`src/rtl/irwake_pkg.sv`:
```
package irwake_pkg;
  localparam logic [3:0] OFS_CTL  = 4'h3;
  localparam logic [3:0] OFS_STS  = 4'h4;
  localparam logic [3:0] OFS_EVEN = 4'h5;
  localparam logic [3:0] OFS_CNTL = 4'h6;
  localparam logic [3:0] OFS_CNTH = 4'h7;
  localparam logic [3:0] OFS_IDX  = 4'h8;
  localparam logic [3:0] OFS_DATA = 4'h9;
  localparam logic [3:0] OFS_CLEN = 4'hA;
  localparam logic [3:0] OFS_CFG1 = 4'hB;
  localparam logic [3:0] OFS_CFG2 = 4'hC;

  localparam logic [6:0] CFG1_RST = 7'h4A;
  localparam logic [4:0] STS_IMPL = 5'b10111;

  typedef enum logic [1:0] {
    SEL_NONE = 2'b00,
    SEL_CMP  = 2'b01,
    SEL_MSK  = 2'b10,
    SEL_RSV  = 2'b11
  } arr_sel_e;
endpackage

```
`src/rtl/irwake_capture.sv`:
```
module irwake_capture #(
  parameter int unsigned NBITS = 88,
  parameter int unsigned CNT_W = 16
) (
  input  logic             clk_i,
  input  logic             rst_ni,
  input  logic             rx_en_i,
  input  logic             msg_start_i,
  input  logic             cell_valid_i,
  input  logic             cell_bit_i,
  output logic [NBITS-1:0] cap_o,
  output logic [CNT_W-1:0] cnt_o,
  output logic             ovf_o
);
  localparam int unsigned PW = $clog2(NBITS + 1);

  logic [NBITS-1:0] cap_q;
  logic [PW-1:0]    pos_q;
  logic [CNT_W-1:0] cnt_q;
  logic             start_ev, cell_ev, room;

  assign start_ev = rx_en_i && msg_start_i;
  assign cell_ev  = rx_en_i && cell_valid_i && !msg_start_i;
  assign room     = pos_q < PW'(NBITS);

  always_ff @(posedge clk_i or negedge rst_ni) begin
    if (!rst_ni) begin
      cap_q <= '0;
      pos_q <= '0;
      cnt_q <= '0;
    end else if (start_ev) begin
      cap_q <= '0;
      pos_q <= '0;
      cnt_q <= '0;
    end else if (cell_ev) begin
      if (cnt_q != '1) cnt_q <= cnt_q + 1'b1;
      if (room) begin
        cap_q[pos_q] <= cell_bit_i;
        pos_q        <= pos_q + 1'b1;
      end
    end
  end

  assign cap_o = cap_q;
  assign cnt_o = cnt_q;
  assign ovf_o = cell_ev && !room;

  AST_POS_LIMIT: assert property (@(posedge clk_i) disable iff (!rst_ni)
    pos_q <= PW'(NBITS));
  AST_OFF_FROZEN: assert property (@(posedge clk_i) disable iff (!rst_ni)
    !rx_en_i |=> ($stable(cnt_q) && $stable(cap_q)));
  AST_START_CLEARS: assert property (@(posedge clk_i) disable iff (!rst_ni)
    start_ev |=> (cnt_q == '0 && cap_q == '0));
endmodule

```
`src/rtl/irwake_compare.sv`:
```
module irwake_compare #(
  parameter int unsigned NBITS = 88,
  parameter int unsigned LW    = 8
) (
  input  logic [NBITS-1:0] cap_i,
  input  logic [NBITS-1:0] cmp_i,
  input  logic [NBITS-1:0] msk_i,
  input  logic [LW-1:0]    len_i,
  output logic             hit_o
);
  logic [NBITS-1:0] in_len;
  logic [NBITS-1:0] diff;

  for (genvar i = 0; i < NBITS; i++) begin : g_bit
    assign in_len[i] = (len_i == '0) || (32'(i) < 32'(len_i));
    assign diff[i]   = (cap_i[i] ^ cmp_i[i]) & msk_i[i] & in_len[i];
  end

  assign hit_o = (diff == '0);
endmodule

```
`src/rtl/irwake_regs.sv`:
```
module irwake_regs
  import irwake_pkg::*;
#(
  parameter int unsigned NBYTES = 11,
  parameter int unsigned CNT_W  = 16,
  localparam int unsigned NBITS = NBYTES * 8
) (
  input  logic             clk_i,
  input  logic             rst_ni,
  input  logic             we_i,
  input  logic             re_i,
  input  logic [3:0]       addr_i,
  input  logic [7:0]       wdata_i,
  output logic [7:0]       rdata_o,
  input  logic             end_i,
  input  logic             hit_i,
  input  logic             ovf_i,
  input  logic             rep_i,
  input  logic [CNT_W-1:0] cnt_i,
  output logic [NBITS-1:0] cmp_o,
  output logic [NBITS-1:0] msk_o,
  output logic [7:0]       len_o,
  output logic             rx_en_o,
  output logic             wake_o
);
  logic [7:0] cmp_q [NBYTES];
  logic [7:0] msk_q [NBYTES];
  logic [7:0] ctl_q, len_q, cfg2_q;
  logic [6:0] cfg1_q;
  logic [2:0] en_q;
  logic [4:0] sts_q;
  arr_sel_e   sel_q;
  logic [3:0] idx_q;

  logic       end_evt, rep_evt, data_acc, sts_wr;
  logic [4:0] sts_set, sts_clr;
  logic [7:0] data_rd;
  logic [15:0] cnt16;

  assign end_evt  = ctl_q[0] && end_i;
  assign rep_evt  = ctl_q[0] && rep_i;
  assign data_acc = (we_i || re_i) && addr_i == OFS_DATA &&
                    (sel_q == SEL_CMP || sel_q == SEL_MSK);
  assign sts_wr   = we_i && addr_i == OFS_STS;
  assign sts_set  = {rep_evt, 1'b0, ovf_i, end_evt, end_evt && hit_i};
  assign sts_clr  = sts_wr ? wdata_i[4:0] : 5'b0;

  always_ff @(posedge clk_i or negedge rst_ni) begin
    if (!rst_ni) begin
      ctl_q  <= '0;
      len_q  <= '0;
      cfg1_q <= CFG1_RST;
      cfg2_q <= '0;
      en_q   <= '0;
      sts_q  <= '0;
      sel_q  <= SEL_NONE;
      idx_q  <= '0;
      for (int k = 0; k < NBYTES; k++) begin
        cmp_q[k] <= '0;
        msk_q[k] <= '0;
      end
    end else begin
      sts_q <= ((sts_q & ~sts_clr) | sts_set) & STS_IMPL;
      if (we_i) begin
        unique case (addr_i)
          OFS_CTL:  ctl_q  <= wdata_i;
          OFS_EVEN: en_q   <= wdata_i[2:0];
          OFS_CLEN: len_q  <= wdata_i;
          OFS_CFG1: cfg1_q <= wdata_i[6:0];
          OFS_CFG2: cfg2_q <= wdata_i;
          OFS_IDX: begin
            sel_q <= arr_sel_e'(wdata_i[5:4]);
            idx_q <= (wdata_i[3:0] < 4'(NBYTES)) ? wdata_i[3:0] : 4'd0;
          end
          default: ;
        endcase
      end
      if (data_acc) begin
        if (we_i && sel_q == SEL_CMP) cmp_q[idx_q] <= wdata_i;
        if (we_i && sel_q == SEL_MSK) msk_q[idx_q] <= wdata_i;
        idx_q <= (idx_q == 4'(NBYTES - 1)) ? 4'd0 : idx_q + 4'd1;
      end
    end
  end

  always_comb begin
    unique case (sel_q)
      SEL_CMP: data_rd = cmp_q[idx_q];
      SEL_MSK: data_rd = msk_q[idx_q];
      default: data_rd = 8'h00;
    endcase
  end

  assign cnt16 = 16'(cnt_i);

  always_comb begin
    unique case (addr_i)
      OFS_CTL:  rdata_o = ctl_q;
      OFS_STS:  rdata_o = {3'b000, sts_q};
      OFS_EVEN: rdata_o = {5'b00000, en_q};
      OFS_CNTL: rdata_o = cnt16[7:0];
      OFS_CNTH: rdata_o = cnt16[15:8];
      OFS_IDX:  rdata_o = {2'b00, sel_q, idx_q};
      OFS_DATA: rdata_o = data_rd;
      OFS_CLEN: rdata_o = len_q;
      OFS_CFG1: rdata_o = {1'b0, cfg1_q};
      OFS_CFG2: rdata_o = cfg2_q;
      default:  rdata_o = 8'h00;
    endcase
  end

  for (genvar k = 0; k < NBYTES; k++) begin : g_flat
    assign cmp_o[k*8 +: 8] = cmp_q[k];
    assign msk_o[k*8 +: 8] = msk_q[k];
  end

  assign len_o   = len_q;
  assign rx_en_o = ctl_q[0];
  assign wake_o  = |(sts_q[2:0] & en_q);

  AST_IDX_BOUND: assert property (@(posedge clk_i) disable iff (!rst_ni)
    idx_q < 4'(NBYTES));
  AST_MATCH_AT_END: assert property (@(posedge clk_i) disable iff (!rst_ni)
    $rose(sts_q[0]) |-> $past(end_evt && hit_i));
  AST_W1C_END: assert property (@(posedge clk_i) disable iff (!rst_ni)
    (sts_wr && wdata_i[1] && !end_evt) |=> !sts_q[1]);
  AST_WAKE_CAUSE: assert property (@(posedge clk_i) disable iff (!rst_ni)
    $rose(wake_o) |-> $past(end_evt || ovf_i || (we_i && addr_i == OFS_EVEN)));
  AST_OFF_NO_FLAG: assert property (@(posedge clk_i) disable iff (!rst_ni)
    (!ctl_q[0] && !sts_wr) |=> $stable(sts_q));
endmodule

```
`src/rtl/irwake_matcher.sv`:
```
module irwake_matcher #(
  parameter int unsigned NBYTES = 11,
  parameter int unsigned CNT_W  = 16
) (
  input  logic       clk_i,
  input  logic       rst_ni,
  input  logic       reg_we_i,
  input  logic       reg_re_i,
  input  logic [3:0] reg_addr_i,
  input  logic [7:0] reg_wdata_i,
  output logic [7:0] reg_rdata_o,
  input  logic       msg_start_i,
  input  logic       cell_valid_i,
  input  logic       cell_bit_i,
  input  logic       msg_end_i,
  input  logic       rep_i,
  output logic       wake_o
);
  localparam int unsigned NBITS = NBYTES * 8;

  logic [NBITS-1:0] cap, cmp, msk;
  logic [CNT_W-1:0] cnt;
  logic [7:0]       len;
  logic             rx_en, ovf, hit;

  irwake_regs #(.NBYTES(NBYTES), .CNT_W(CNT_W)) u_regs (
    .clk_i   (clk_i),
    .rst_ni  (rst_ni),
    .we_i    (reg_we_i),
    .re_i    (reg_re_i),
    .addr_i  (reg_addr_i),
    .wdata_i (reg_wdata_i),
    .rdata_o (reg_rdata_o),
    .end_i   (msg_end_i),
    .hit_i   (hit),
    .ovf_i   (ovf),
    .rep_i   (rep_i),
    .cnt_i   (cnt),
    .cmp_o   (cmp),
    .msk_o   (msk),
    .len_o   (len),
    .rx_en_o (rx_en),
    .wake_o  (wake_o)
  );

  irwake_capture #(.NBITS(NBITS), .CNT_W(CNT_W)) u_cap (
    .clk_i        (clk_i),
    .rst_ni       (rst_ni),
    .rx_en_i      (rx_en),
    .msg_start_i  (msg_start_i),
    .cell_valid_i (cell_valid_i),
    .cell_bit_i   (cell_bit_i),
    .cap_o        (cap),
    .cnt_o        (cnt),
    .ovf_o        (ovf)
  );

  irwake_compare #(.NBITS(NBITS), .LW(8)) u_cmp (
    .cap_i (cap),
    .cmp_i (cmp),
    .msk_i (msk),
    .len_i (len),
    .hit_o (hit)
  );
endmodule

```
`config.mk`:
```
export PLATFORM = sky130hd
export DESIGN_NAME = irwake_matcher
export DESIGN_NICKNAME = d
export VERILOG_FILES = /design/src/rtl/irwake_pkg.sv /design/src/rtl/irwake_capture.sv /design/src/rtl/irwake_compare.sv /design/src/rtl/irwake_regs.sv /design/src/rtl/irwake_matcher.sv
export SDC_FILE = /design/constraint.sdc
export NUM_CORES = 1
export LEC_CHECK = 0
export ABC_AREA = 0
export CAP_MARGIN = 20
export CORE_AREA = 3 3 177 179
export CTS_CLUSTER_DIAMETER = 40
export DETAILED_ROUTE_END_ITERATION = 6
export DIE_AREA = 0 0 180 182
export DONT_BUFFER_PORTS = 1
export PLACE_DENSITY = 0.78
export SLEW_MARGIN = 20
export SYNTH_ARGS = -nofsm -noshare
export SYNTH_HDL_FRONTEND = slang
export SYNTH_SLANG_ARGS = --single-unit
export TNS_END_PERCENT = 10
```
`constraint.sdc`:
```
create_clock -name clk_i -period 6.3 [get_ports clk_i]
set_input_delay 0.63 -clock clk_i [delete_from_list [all_inputs] [get_ports clk_i]]
set_output_delay 0.63 -clock clk_i [all_outputs]
set_load 0.02 [all_outputs]
```
==> impl_metrics.toml <==
[setup_path]
cp_cell_sequence = "buf_4, mux4_2, o21ai_0, o21ai_0, a22oi_1, o211ai_1"
cpMostUsedCell = "o21ai_0"
crit_family = "compound AO/OA/AOI/OAI gates"
critPathRequiredTime_ns = 5.67
max_stage_delay_ns = 0.93
cp-end-kind = "primary output"
r2r-start = "u_regs.idx_q[2]"
crit_buf_inv = 1
r2r_end = "u_regs.cmp_o[39]"
slowest_stage = "dfrtp_2"
rr_worst_depth = 4
critPathKind = "register to primary output"
rrSetupSlack_ns = 2.95
worstPathMaxFanout = 34
worst_setup_path_start_kind = "register"
cp.arrival_ns = 3.62

[drt]
drt_iter0_markers = 2241
top_layer_used = "met5"
wl_met2_microns = 26600
wl_met1_microns = 24300
vias = 14658
drtPass1Iterations = 7
drc = 0
routed_via_density = 7.06
routed_wl_microns = 59700
wl_met3_microns = 6290
antenna_left = 0
wl_per_cell_microns = 28.7

[placement]
gp_congestion = 1.11
dp_hpwl_microns = 40700
dp.cells = 1991
pre_cts_ws_ns = 2.81
port_buffers = 0

[synthesis]
yosysTopAreaCell = "dfrtp_1"
synth_top_area_share_pct = 45.7
synth_flop_cell = "dfrtp_1"
ys_types = 65
yosys_warnings = 0
async_flop_share_pct = 100
synthTopCellsByArea = "dfrtp_1 46%, mux2_2 14%, xor2_1 4.9%"
synth_edf_count = 0
synth_commonest_cells = "328 x dfrtp_1, 216 x mux2_2, 191 x nand2_1"
synth_fp_nets = 1725
yosysSeqAreaShare_pct = 46.2
syn-cell-area_sq_um = 18000
syn_area_per_cell_sq_um = 10.6
ys_seq_elements = 331
synth_cells = 1700
yosysMostFrequentCell = "dfrtp_1"

[floorplanning]
die_w_microns = 180
num_io_pins = 30
num_rows = 63
core_area_sq_um = 29700
die_height_microns = 182
start_util_pct = 60.4
dieArea_sq_um = 32800

[timing]
setup_tns_ns = 0
setup_violations = 0
fmax_mhz = 236
post-route-period-util_pct = 67.4
worst_slack_ns = 2.05
whs_ns = -0.219
rsz0062_at_grt = "no"
worst_pin_slew_ns = 1.12
finalClockSkew_ns = 0.0159
fin_crit_ns = 4.25
slew_viol_final = 0
slew_headroom_pct = 25.4
finalHoldViolCount = 331

[clocking]
cts_root_buf = "clkbuf_16"
cts_tree = "yes"
post_cts_resized = 0
htree_levels = 2
clk_pin_slew_ns = 0.06
clock-sinks = 331
clk-insertion-delay-late_ns = 0.56
cts_buffer_depth = 3
postCtsSetupBuffers = 0
numCtsBuffers = 47

[finish]
final_cells = 2077
final_nets = 1675
drive_gt1_share_pct = 22.8
syn_to_final_growth_pct = 10.2

[grt]
grt_use_total_pct = 35.9
gr-total-overflow = 0
antenna_found_initial = 2
grt_pass1_vias = 14166
grt_pass1_wl_microns = 89800
grt_max_degree = 332

[pwr]
power_mw = 6.12
powerDensity_nw_per_um2 = 310
p_leak_nw = 9.15
ir_drop_v = 0.000197

[status]
violations = "negative hold slack"
status = "complete, but fails checks"

[flow_run]
maxCapViolCount = 0

[min_path]
hp-class = "primary input to async pin"
## registers in the layout, indices dropped and copies added, names as in the netlist
signal	count
u_regs.msk_o	88
u_regs.cmp_o	88
u_regs.cfg1_q	7
u_cap.cap_o	88
u_regs.en_q	3
u_regs.idx_q	4
u_regs.ctl_q	8
u_regs.sel_q	2
u_regs.cfg2_q	8
u_regs.len_o	8
u_regs.sts_q	4
u_cap.cnt_o	16
u_cap.pos_q	7
## worst reg2reg max path: stages (launching register included)
cell,delay [ns]
dfrtp_1,0.95
nor2b_2,0.84
nand3_1,0.35
nor3_2,0.67
mux2_2,0.42
## power breakdown
group | leakage [nW] | switching (mW) | internal, mW
Clock | 0.799 | 1.04 | 1.76
Sequential | 4.53 | 0.248 | 2.24
Combinational | 3.83 | 0.530 | 0.314
## worst max-delay path by stage
stage | from | to | slack (ns) | depth (start not counted)
6_report | u_regs.idx_q[1] | reg_rdata_o[2] | 2.05 | 6
5_1_grt | u_regs.idx_q[0] | reg_rdata_o[2] | 1.98 | 6
4_1_cts | u_regs.idx_q[0] | reg_rdata_o[1] | 2.23 | 6
3_5_place_dp | u_regs.idx_q[0] | reg_rdata_o[2] | 2.81 | 6
3_3_place_gp | u_regs.idx_q[2] | reg_rdata_o[0] | 2.60 | 4
2_1_floorplan | reg_addr_i[3] | reg_rdata_o[0] | 3.59 | 5
## metal layers
| layer | up-vias | GRT usage (%) |
|---|---|---|
| met3 | 199 | 7.89 |
| met2 | 965 | 55.1 |
| met1 | 7364 | 51.3 |
| met4 | 2 | 12.1 |
| met5 | - | 0 |
| li1 | 6128 | - |
## final cells by class
| class | count | area, sq um |
|---|---|---|
| diodes | 1 | 2.50 |
| clock buffers | 53 | 1240 |
| clock inverters | 32 | 422 |
| fillers | 2248 | 9940 |
| inverters | 8 | 30.0 |
| multi-input cells | 1248 | 9200 |
| flip-flops and latches | 331 | 8290 |
| well taps | 390 | 488 |
| repair buffers | 14 | 105 |
## placed cells by master, fill, tap and decap left out, types with 32 or more instances in the layout
cell / count
mux2i_1: 46
dfrtp_1: 326
nor2_1: 77
nand4_1: 43
clkbuf_16: 48
mux2_2: 216
nand2_1: 191
xor2_1: 100
nand3_1: 65
mux4_2: 32
a21oi_1: 82
o21ai_0: 118
## kinds of logic (layout without fill, tap and decap cells)
| logic type | Yosys count | after routing | share of synthesized area [%] |
|---|---|---|---|
| AOI/OAI and AO/OA | 348 | 348 | 12.1 |
| xor gates and xnor gates | 105 | 105 | 5.12 |
| buffers and inverters | 121 | 107 | 2.71 |
| other | 0 | 1 | 0 |
| DFF | 331 | 331 | 46.2 |
| adders and majority gates | 4 | 4 | 0.279 |
| muxes | 294 | 294 | 20.1 |
| and+or+nand+nor | 497 | 497 | 13.5 |
## stage by stage
step | hold WS (ns) | utilization, % | cell area (sq um)
global placement | 0.341 | 60.9 | 18100
CTS | -0.229 | 66.5 | 19800
global route | -0.229 | 66.5 | 19800
finish | -0.219 | 66.5 | 19800
detailed placement | 0.341 | 60.9 | 18100
floorplan | 0.334 | - | 18000
(Power assumes the default switching activity.)
